`src/rtl/eeprom_pkg.sv`:
```
package eeprom_pkg;

    typedef enum logic [2:0] {
        ST_IDLE,
        ST_SGL_RD,
        ST_SGL_WR,
        ST_BST_FETCH,
        ST_BST_COMMIT
    } seq_state_t;

    localparam logic [2:0] OFS_CTRL  = 3'd0;
    localparam logic [2:0] OFS_ADDR  = 3'd1;
    localparam logic [2:0] OFS_DATA  = 3'd2;
    localparam logic [2:0] OFS_BASE  = 3'd3;
    localparam logic [2:0] OFS_BURST = 3'd4;

    localparam int CTRL_WR_BIT = 0;
    localparam int CTRL_RD_BIT = 1;

endpackage

```
`src/rtl/eeprom_regs.sv`:
```
module eeprom_regs
    import eeprom_pkg::*;
#(
    parameter int EE_AW  = 16,
    parameter int BASE_W = 9
) (
    input  logic             clk,
    input  logic             rst_n,
    input  logic             reg_we,
    input  logic [2:0]       reg_addr,
    input  logic [31:0]      reg_wdata,
    output logic [31:0]      reg_rdata,
    input  logic             rd_busy,
    input  logic             wr_busy,
    input  logic             bst_busy,
    input  logic             data_load,
    input  logic [7:0]       data_in,
    output logic [EE_AW-1:0] addr_q,
    output logic [7:0]       data_q,
    output logic [BASE_W-1:0] base_q,
    output logic             go_rd,
    output logic             go_wr,
    output logic             go_bst
);
    logic busy;
    logic accept;

    assign busy   = rd_busy | wr_busy | bst_busy;
    assign accept = reg_we & ~busy;

    assign go_rd  = accept && (reg_addr == OFS_CTRL) && reg_wdata[CTRL_RD_BIT];
    assign go_wr  = accept && (reg_addr == OFS_CTRL) && reg_wdata[CTRL_WR_BIT]
                    && !reg_wdata[CTRL_RD_BIT];
    assign go_bst = accept && (reg_addr == OFS_BURST) && reg_wdata[0];

    always_ff @(posedge clk or negedge rst_n) begin
        if (!rst_n) begin
            addr_q <= '0;
            data_q <= '0;
            base_q <= '0;
        end else begin
            if (data_load) begin
                data_q <= data_in;
            end else if (accept && reg_addr == OFS_DATA) begin
                data_q <= reg_wdata[7:0];
            end
            if (accept && reg_addr == OFS_ADDR) begin
                addr_q <= reg_wdata[EE_AW-1:0];
            end
            if (accept && reg_addr == OFS_BASE) begin
                base_q <= reg_wdata[BASE_W-1:0];
            end
        end
    end

    always_comb begin
        reg_rdata = '0;
        unique case (reg_addr)
            OFS_CTRL: begin
                reg_rdata[CTRL_RD_BIT] = rd_busy;
                reg_rdata[CTRL_WR_BIT] = wr_busy;
            end
            OFS_ADDR:  reg_rdata[EE_AW-1:0]  = addr_q;
            OFS_DATA:  reg_rdata[7:0]        = data_q;
            OFS_BASE:  reg_rdata[BASE_W-1:0] = base_q;
            OFS_BURST: reg_rdata[0]          = bst_busy;
            default:   reg_rdata = '0;
        endcase
    end

endmodule

```
`src/rtl/eeprom_rec_asm.sv`:
```
module eeprom_rec_asm #(
    parameter int DATA_BYTES = 4,
    parameter int OFS_W      = 15,
    parameter int BASE_W     = 9,
    parameter int IDX_W      = 3
) (
    input  logic                      clk,
    input  logic                      rst_n,
    input  logic                      cap_en,
    input  logic [IDX_W-1:0]          idx,
    input  logic [7:0]                byte_in,
    input  logic [BASE_W-1:0]         base_q,
    output logic                      term_hit,
    output logic [BASE_W+OFS_W-1:0]   mem_addr,
    output logic [8*DATA_BYTES-1:0]   mem_wdata
);
    localparam int HDR_BYTES = 2;

    logic [7:0] hdr_b  [HDR_BYTES];
    logic [7:0] data_b [DATA_BYTES];
    logic [15:0] rec_ofs;

    for (genvar h = 0; h < HDR_BYTES; h++) begin : g_hdr
        always_ff @(posedge clk or negedge rst_n) begin
            if (!rst_n) begin
                hdr_b[h] <= '0;
            end else if (cap_en && idx == IDX_W'(h)) begin
                hdr_b[h] <= byte_in;
            end
        end
    end

    for (genvar g = 0; g < DATA_BYTES; g++) begin : g_data
        always_ff @(posedge clk or negedge rst_n) begin
            if (!rst_n) begin
                data_b[g] <= '0;
            end else if (cap_en && idx == IDX_W'(HDR_BYTES + g)) begin
                data_b[g] <= byte_in;
            end
        end
        assign mem_wdata[8*g +: 8] = data_b[g];
    end

    assign rec_ofs  = {hdr_b[1], hdr_b[0]};
    assign mem_addr = {base_q, rec_ofs[OFS_W-1:0]};
    assign term_hit = cap_en && (idx == IDX_W'(1)) && ({byte_in, hdr_b[0]} == 16'hFFFF);

endmodule

```
`src/rtl/eeprom_seq.sv`:
```
module eeprom_seq
    import eeprom_pkg::*;
#(
    parameter int EE_AW     = 16,
    parameter int REC_BYTES = 6,
    parameter int IDX_W     = 3
) (
    input  logic             clk,
    input  logic             rst_n,
    input  logic             go_rd,
    input  logic             go_wr,
    input  logic             go_bst,
    input  logic [EE_AW-1:0] addr_q,
    input  logic             ee_ack,
    input  logic             term_hit,
    output logic             ee_req,
    output logic             ee_we,
    output logic [EE_AW-1:0] ee_addr,
    output logic             rd_busy,
    output logic             wr_busy,
    output logic             bst_busy,
    output logic             data_load,
    output logic             cap_en,
    output logic [IDX_W-1:0] idx,
    output logic             mem_we
);
    localparam logic [IDX_W-1:0] LAST_IDX = IDX_W'(REC_BYTES - 1);

    seq_state_t      st_q, st_d;
    logic [EE_AW-1:0] ptr_q;
    logic            fresh_q;
    logic [IDX_W-1:0] idx_q;

    always_ff @(posedge clk or negedge rst_n) begin
        if (!rst_n) st_q <= ST_IDLE;
        else        st_q <= st_d;
    end

    always_comb begin
        st_d = st_q;
        unique case (st_q)
            ST_IDLE: begin
                if (go_rd)       st_d = ST_SGL_RD;
                else if (go_wr)  st_d = ST_SGL_WR;
                else if (go_bst) st_d = ST_BST_FETCH;
            end
            ST_SGL_RD:  if (ee_ack) st_d = ST_IDLE;
            ST_SGL_WR:  if (ee_ack) st_d = ST_IDLE;
            ST_BST_FETCH: begin
                if (ee_ack) begin
                    if (term_hit)               st_d = ST_IDLE;
                    else if (idx_q == LAST_IDX) st_d = ST_BST_COMMIT;
                end
            end
            ST_BST_COMMIT: st_d = ST_BST_FETCH;
            default:       st_d = ST_IDLE;
        endcase
    end

    always_ff @(posedge clk or negedge rst_n) begin
        if (!rst_n) begin
            ptr_q   <= '0;
            fresh_q <= 1'b1;
            idx_q   <= '0;
        end else begin
            if (st_q == ST_IDLE) begin
                if (go_rd || go_wr) begin
                    ptr_q   <= addr_q;
                    fresh_q <= 1'b0;
                end else if (go_bst) begin
                    if (fresh_q) ptr_q <= '0;
                    fresh_q <= 1'b0;
                    idx_q   <= '0;
                end
            end else if (ee_ack && ee_req) begin
                ptr_q <= ptr_q + 1'b1;
                if (st_q == ST_BST_FETCH) begin
                    if (term_hit || idx_q == LAST_IDX) idx_q <= '0;
                    else                               idx_q <= idx_q + 1'b1;
                end
            end
        end
    end

    always_comb begin
        ee_req    = 1'b0;
        ee_we     = 1'b0;
        rd_busy   = 1'b0;
        wr_busy   = 1'b0;
        bst_busy  = 1'b0;
        data_load = 1'b0;
        cap_en    = 1'b0;
        mem_we    = 1'b0;
        unique case (st_q)
            ST_IDLE: ;
            ST_SGL_RD: begin
                ee_req    = 1'b1;
                rd_busy   = 1'b1;
                data_load = ee_ack;
            end
            ST_SGL_WR: begin
                ee_req  = 1'b1;
                ee_we   = 1'b1;
                wr_busy = 1'b1;
            end
            ST_BST_FETCH: begin
                ee_req   = 1'b1;
                bst_busy = 1'b1;
                cap_en   = ee_ack;
            end
            ST_BST_COMMIT: begin
                bst_busy = 1'b1;
                mem_we   = 1'b1;
            end
            default: ;
        endcase
    end

    assign ee_addr = ptr_q;
    assign idx     = idx_q;

endmodule

```
`src/rtl/eeprom_loader.sv`:
```
module eeprom_loader
    import eeprom_pkg::*;
#(
    parameter int EE_AW      = 16,
    parameter int BASE_W     = 9,
    parameter int OFS_W      = 15,
    parameter int DATA_BYTES = 4
) (
    input  logic                    clk,
    input  logic                    rst_n,
    input  logic                    reg_we,
    input  logic [2:0]              reg_addr,
    input  logic [31:0]             reg_wdata,
    output logic [31:0]             reg_rdata,
    output logic                    ee_req,
    output logic                    ee_we,
    output logic [EE_AW-1:0]        ee_addr,
    output logic [7:0]              ee_wdata,
    input  logic                    ee_ack,
    input  logic [7:0]              ee_rdata,
    output logic                    mem_we,
    output logic [BASE_W+OFS_W-1:0] mem_addr,
    output logic [8*DATA_BYTES-1:0] mem_wdata
);
    localparam int REC_BYTES = 2 + DATA_BYTES;
    localparam int IDX_W     = $clog2(REC_BYTES);

    logic             rd_busy, wr_busy, bst_busy;
    logic             data_load, cap_en, term_hit;
    logic             go_rd, go_wr, go_bst;
    logic [IDX_W-1:0] idx;
    logic [EE_AW-1:0] addr_q;
    logic [7:0]       data_q;
    logic [BASE_W-1:0] base_q;

    eeprom_regs #(.EE_AW(EE_AW), .BASE_W(BASE_W)) u_regs (
        .clk(clk), .rst_n(rst_n),
        .reg_we(reg_we), .reg_addr(reg_addr), .reg_wdata(reg_wdata), .reg_rdata(reg_rdata),
        .rd_busy(rd_busy), .wr_busy(wr_busy), .bst_busy(bst_busy),
        .data_load(data_load), .data_in(ee_rdata),
        .addr_q(addr_q), .data_q(data_q), .base_q(base_q),
        .go_rd(go_rd), .go_wr(go_wr), .go_bst(go_bst)
    );

    eeprom_seq #(.EE_AW(EE_AW), .REC_BYTES(REC_BYTES), .IDX_W(IDX_W)) u_seq (
        .clk(clk), .rst_n(rst_n),
        .go_rd(go_rd), .go_wr(go_wr), .go_bst(go_bst), .addr_q(addr_q),
        .ee_ack(ee_ack), .term_hit(term_hit),
        .ee_req(ee_req), .ee_we(ee_we), .ee_addr(ee_addr),
        .rd_busy(rd_busy), .wr_busy(wr_busy), .bst_busy(bst_busy),
        .data_load(data_load), .cap_en(cap_en), .idx(idx), .mem_we(mem_we)
    );

    eeprom_rec_asm #(.DATA_BYTES(DATA_BYTES), .OFS_W(OFS_W), .BASE_W(BASE_W), .IDX_W(IDX_W)) u_asm (
        .clk(clk), .rst_n(rst_n),
        .cap_en(cap_en), .idx(idx), .byte_in(ee_rdata), .base_q(base_q),
        .term_hit(term_hit), .mem_addr(mem_addr), .mem_wdata(mem_wdata)
    );

    assign ee_wdata = data_q;

endmodule

```
`config.mk`:
```
export PLATFORM = sky130hd
export DESIGN_NAME = eeprom_loader
export DESIGN_NICKNAME = d
export VERILOG_FILES = /design/src/rtl/eeprom_pkg.sv /design/src/rtl/eeprom_regs.sv /design/src/rtl/eeprom_rec_asm.sv /design/src/rtl/eeprom_seq.sv /design/src/rtl/eeprom_loader.sv
export SDC_FILE = /design/constraint.sdc
export NUM_CORES = 1
export LEC_CHECK = 0
export BUFFER_PORTS_ARGS = -buffer_cell sky130_fd_sc_hd__buf_2
export CAP_MARGIN = 40
export CORE_AREA = 2 2 104 106
export CTS_CLUSTER_SIZE = 12
export DETAILED_ROUTE_END_ITERATION = 16
export DIE_AREA = 0 0 106 108
export PLACE_DENSITY = 0.78
export SYNTH_ARGS = -nofsm -noshare
export SYNTH_HDL_FRONTEND = slang
export SYNTH_SLANG_ARGS = --single-unit
```
`constraint.sdc`:
```
create_clock -name clk -period 2.2 [get_ports clk]
set_input_delay 0.33 -clock clk [delete_from_list [all_inputs] [get_ports clk]]
set_output_delay 0.33 -clock clk [all_outputs]
set_load 0.005 [all_outputs]
```
After elaboration in Yosys (flattened, before gate mapping)

Index checks and enable logic that the tools add are counted.
Widths: inputs -> output; s select.

$add $sub $neg: 2
Equality and inequality tests: 22
Muxes and demuxes: 35
Bitwise gates (word level): 4
Reductions and logical operators: 34

Operators by type and width:

| cell                  | number |
|---|---|
| $mux 16               | 5 |
| $mux 3                | 13 |
| $eq 3x2->1 const B    | 6 |
| $pmux 6 s3            | 1 |
| $logic_and 1x1->1     | 17 |
| $add 16x1->16 const B | 1 |
| $eq 16x16->1 const B  | 1 |
| $mux 8                | 2 |
| $eq 3x3->1 const B    | 4 |
| $pmux 3 s4            | 1 |
| $eq 3x1->1 const B    | 3 |
| $logic_not 3->1       | 3 |
| $mux 1                | 9 |
| $reduce_and 4->1      | 2 |
| $reduce_bool 2->1     | 4 |
| $mux 7                | 1 |
| $ne 2x2->1 const B    | 3 |
| $pmux 1 s5            | 1 |
| $ne 4x2->1 const B    | 1 |
| $pmux 1 s4            | 1 |
| $reduce_or 2->1       | 2 |
| $add 3x1->3 const B   | 1 |
| $ne 3x1->1 const B    | 1 |
| $ne 3x2->1 const B    | 1 |
| other kinds (11)      | 13 |

Flip-flop bits (word level): 103
Word-level logic and storage cells: 110

Logic depth before layout (Yosys ltp)

Depth after elaboration: 12
Gate-level depth with buffers: 8

Cells and area by module

A second synthesis with hierarchy kept.

Cells, all modules: 456
Area, all modules: 5,402.7 um2

By module, submodules not included:

| module         | instances | cells an instance | area each (um2) |
|---|---|---|---|
| eeprom_rec_asm | 1         | 120               | 1,929.4 |
| eeprom_regs    | 1         | 158               | 1,878.1 |
| eeprom_seq     | 1         | 178               | 1,595.3 |

Worst setup path before layout

OpenSTA, ideal clock, no wires.

Path type: register to register
Start point: register u_seq.st_q[0]
End point: register u_regs.base_q[0]
Library setup time: 125 ps
Arrival time: 1,861 ps
Required time: 2,075 ps
Setup slack: 214 ps
Cell stages (with the launch flop): 8
Cells stage by stage: dfrtp_1 > buf_6 > or3_1 > buf_6 > a211oi_2 > and3_1 > buf_4 > mux2_2

Word-level cells in the longest chain between the ends: 7
Elaborated cells between the ends (all ways): 13

RTL lines:

| element                                          | line                                | source |
|---|---|---|
| start: declaration                               | eeprom_seq.sv:29                    | `seq_state_t st_q, st_d;` |
| start signal: assignment                         | eeprom_seq.sv:36                    | `else st_q <= st_d;` |
| $eq 3x1->1, or another cell as far along         | eeprom_seq.sv:94                    | `unique case (st_q)` |
| $mux 1 / $reduce_or 2->1 (equally long branches) | --                                  |  |
| $or 1x1->1 / $mux 1 (equally long branches)      | eeprom_regs.sv:28, eeprom_seq.sv:94 |  |
| $or 1x1->1 *                                     | eeprom_regs.sv:28                   | `assign busy = rd_busy \| wr_busy \| bst_busy;` |
| $not 1->1 *                                      | eeprom_regs.sv:29                   | `assign accept = reg_we & ~busy;` |
| $and 1x1->1 *                                    | eeprom_regs.sv:29                   |  |
| $logic_and 1x1->1 *                              | eeprom_regs.sv:50                   | `if (accept && reg_addr == OFS_BASE) begin` |
| end signal: assignment                           | eeprom_regs.sv:51                   | `base_q <= reg_wdata[BASE_W-1:0];` |
| end: declaration                                 | eeprom_regs.sv:20                   | `output logic [BASE_W-1:0] base_q,` |

Every way passes the cells marked *; elsewhere a longest branch is shown, timed or not.
A chain may end at the register's enable or synchronous reset.

Worst setup path in the final report

Start point: register u_seq.st_q[1]
End point: output reg_rdata[0]

Word-level cells in the longest chain between the ends: 4
Elaborated cells between the ends (all ways): 7

RTL lines:

| element                                         | line                | source |
|---|---|---|
| $eq 3x3->1 / $eq 3x2->1 (equally long branches) | eeprom_seq.sv:94    |  |
| $reduce_or 2->1 (no line)                       | --                  |  |
| $mux 1                                          | eeprom_seq.sv:94    |  |
| $pmux 1 s5 *                                    | eeprom_regs.sv:58   | `unique case (reg_addr)` |
| end: declaration                                | eeprom_loader.sv:14 | `output logic [31:0] reg_rdata,` |

Marked as above.

==> impl_metrics.json <==
{
  "viasPerCell": 5.49,
  "p_leak_nw": 3.12,
  "drtIter0Drc": 182,
  "cts_tree": "yes",
  "worstPathArrival_ns": 1.79,
  "drc": 0,
  "cts.sinks": 103,
  "first_global_vias": 4033,
  "setup_ws_ns": 0.0777,
  "yosysSeqAreaShare_pct": 50.5,
  "status": "finished, final reports clean",
  "netlist_instances": 446,
  "final_nets": 641,
  "crit_chain": "buf_4, nor2_4, and2_4, a21oi_1, o31a_1, o22ai_1, buf_2",
  "h-tree-depth": 3,
  "drtPass1Iterations": 4,
  "placed_cells": 712,
  "clk_pin_slew_ns": 0.11,
  "hpwl_um": 9520,
  "dieHeight_um": 108,
  "setup_viol": 0,
  "rsz0062_at_grt": "false",
  "power_frac_clock_pct": 28.0,
  "worst-path-max-fanout": 9,
  "fmax_mhz": 471,
  "cts_buffers": 9,
  "area_growth_pct": 20.9,
  "period_share_pct": 96.5,
  "finalCriticalPeriod_ns": 2.12,
  "dieWidth_um": 106,
  "fin_util_pct": 60.4,
  "antenna_left": 0,
  "ios": 162,
  "grt_pass1_wl_um": 20700,
  "cp-start-kind": "flip-flop",
  "synthesis.area_um2": 5110,
  "synth-seq-cells": 103,
  "cpPeakStageDelay_ns": 0.42,
  "hold_viol_final": 0,
  "power_mw": 4.62,
  "instances_no_fill": 729,
  "synth_edf_count": 0,
  "port_buffers": 129,
  "maxSlewHeadroom_pct": 56.6,
  "postCtsSetupRepairBufs": 0,
  "irDropWorstVdd_uv": 420,
  "clock_skew_ns": 0.0138,
  "powerDensity_nw_per_um2": 747,
  "root_buffer": "clkbuf_8",
  "drive_above_1_share_pct": 44.7,
  "final_max_slew_viol_count": 0,
  "synthFlopType": "dfrtp_1",
  "num_rows": 37,
  "initial_core_util_pct": 49.9,
  "p_seq_share_pct": 52.1,
  "core_um2": 10200,
  "tightest_slew_ns": 0.649,
  "holdPathStages": 2,
  "via_count": 4002,
  "slowest_stage": "dfrtp_1",
  "max-clock-path-buffers": 2,
  "p_switching_mw": 1.42,
  "antenna_cells": 0,
  "grt_use_total_pct": 22.9,
  "drv_cap": 0,
  "dieArea_um2": 11400,
  "synth_cell_types": 55,
  "place.gp.congestion": 0.874,
  "fillCellCount": 849,
  "critical_path_class": "flip-flop to primary output",
  "antenna_found_initial": 0,
  "grt_start_max_net_pins": 47,
  "overflow": 0,
  "ys.warnings.count": 0,
  "wire_per_inst_um": 17.6,
  "post-place-ws_ns": -0.114,
  "cp-end-kind": "primary output",
  "p_comb_share_pct": 19.8,
  "synthArstFlopShare_pct": 100,
  "clk_latency_ns": 0.37,
  "p_sw_share_pct": 30.8,
  "worst_r2r_path_depth": 5,
  "critPathRequiredTime_ns": 1.87,
  "wirelength_um": 12800,
  "avgSynthCellArea_um2": 11.5,
  "p_int_mw": 3.19,
  "timing.hold.worst.class": "primary input to flip-flop"
}
[cells by family after synthesis]
logic type,after synthesis,synth area share [%]
AOI/OAI and AO/OA,91,11.8
other,1,0.0734
DFF,103,50.5
muxes,90,19.6
buffers and inverters,46,5.44
and+or+nand+nor,109,11.2
adders and majority gates,6,1.47
[critical path, delay by kind of cell, from the launching register on]
family,cells,cell delay (ns)
AOI/OAI and AO/OA,3,0.42
and+or+nand+nor,2,0.27
buffers and inverters,2,0.32
DFF,1,0.42
[metal layers]
metal,part of all wire (%),global-route usage [%],vias up
met4,1.6,6.86,0
met2,49,39.4,159
met3,7.3,5.79,19
met5,0,0,-
met1,42,28.9,1964
li1,-,-,1860
[metrics by stage]
stage,hold slack [ns],area (um^2),setup TNS (ns)
after detailed placement,0.374,5930,-1.59
after global routing,0.183,6180,0
after floorplan,0.0344,5160,0
after global placement,0.358,5930,-0.429
after CTS,0.172,6160,0
final,0.183,6180,0
[sequential cells by signal, indices dropped and copies added (netlist names), 3 cells and up]
name,flops
u_asm.mem_addr,15
u_asm.mem_wdata,32
u_regs.addr_q,16
u_regs.base_q,9
u_regs.data_q,8
u_seq.ee_addr,16
u_seq.idx,3
u_seq.st_q,3
[cell usage after synthesis (4+ instances only)]
master | count | area (um^2)
nand3_1 | 7 | 35.0
mux2_2 | 79 | 890
and3_1 | 7 | 43.8
o2bb2ai_1 | 4 | 35.0
mux2i_1 | 11 | 110
nand4_1 | 6 | 37.5
nand2_1 | 20 | 75.1
nor2_1 | 32 | 120
dfrtp_1 | 102 | 2550
ha_1 | 6 | 75.1
buf_2 | 9 | 45.0
a22oi_1 | 7 | 52.6
a31oi_1 | 8 | 50.1
o21ai_0 | 15 | 75.1
buf_4 | 19 | 143
inv_1 | 7 | 26.3
a21oi_1 | 31 | 155
clkbuf_1 | 7 | 26.3
and2_1 | 10 | 62.6
nor3_1 | 5 | 25.0
nor2b_1 | 4 | 25.0
[layout make-up]
type | instances | area [um^2] | share of cell area [%]
Timing Repair Buffer | 155 | 858 | 13.9
Clock inverter | 6 | 75.1 | 1.22
Multi-Input combinational cell | 312 | 2330 | 37.7
Inverter | 7 | 26.3 | 0.425
Clock buffer | 10 | 138 | 2.23
Tap cell | 136 | 170 | 2.75
Sequential cell | 103 | 2580 | 41.7
[repair_timing]
action,4_1_cts,5_1_grt
hold buffers,1,0
resized for setup,1,6
endpoints found under the hold margin,44,0
pin swaps,0,0
endpoints found under the setup margin,1,23
[power by group through the flow]
stage	Combinational, mW	Sequential [mW]	Clock (mW)
final	0.916	2.41	1.29
after CTS	0.920	2.40	1.32
after detailed placement	0.913	2.44	0
after global routing	1.03	2.44	1.39
after floorplan	0.508	2.38	0
after global placement	0.887	2.42	0
[placed cells by master, fill, tap and decap left out, types with 3 or more instances in the layout]
cell / synthesis / final
a21boi_0: 3 / 3
a21oi_1: 31 / 31
a221oi_1: 3 / 3
a22oi_1: 7 / 7
a31oi_1: 8 / 8
and2_1: 10 / 9
and3_1: 7 / 6
and4_1: 3 / 3
buf_2: 9 / 128
buf_4: 19 / 25
clkbuf_8: 0 / 10
conb_1: 1 / 16
dfrtp_1: 102 / 102
ha_1: 6 / 6
inv_1: 7 / 7
inv_6: 0 / 3
mux2_2: 79 / 79
mux2i_1: 11 / 11
nand2_1: 20 / 20
nand3_1: 7 / 7
nand4_1: 6 / 6
nor2_1: 32 / 31
nor2b_1: 4 / 4
nor3_1: 5 / 5
o21ai_0: 15 / 14
o2bb2ai_1: 4 / 4
[worst paths after layout]
path                                    start                 to  slack, ns
worst max-delay path            u_seq.st_q[1]       reg_rdata[0]       0.08
worst min-delay path            reg_wdata[14]  u_regs.addr_q[14]       0.18
worst max register to register  u_seq.st_q[1]  u_regs.addr_q[12]       0.20
worst min register to register  u_seq.fresh_q      u_seq.fresh_q       0.49
max in group asynchronous               rst_n      u_seq.fresh_q       0.98
min in group asynchronous               rst_n  u_regs.addr_q[14]       0.50
No activity file was read; power rests on OpenSTA's default activity.
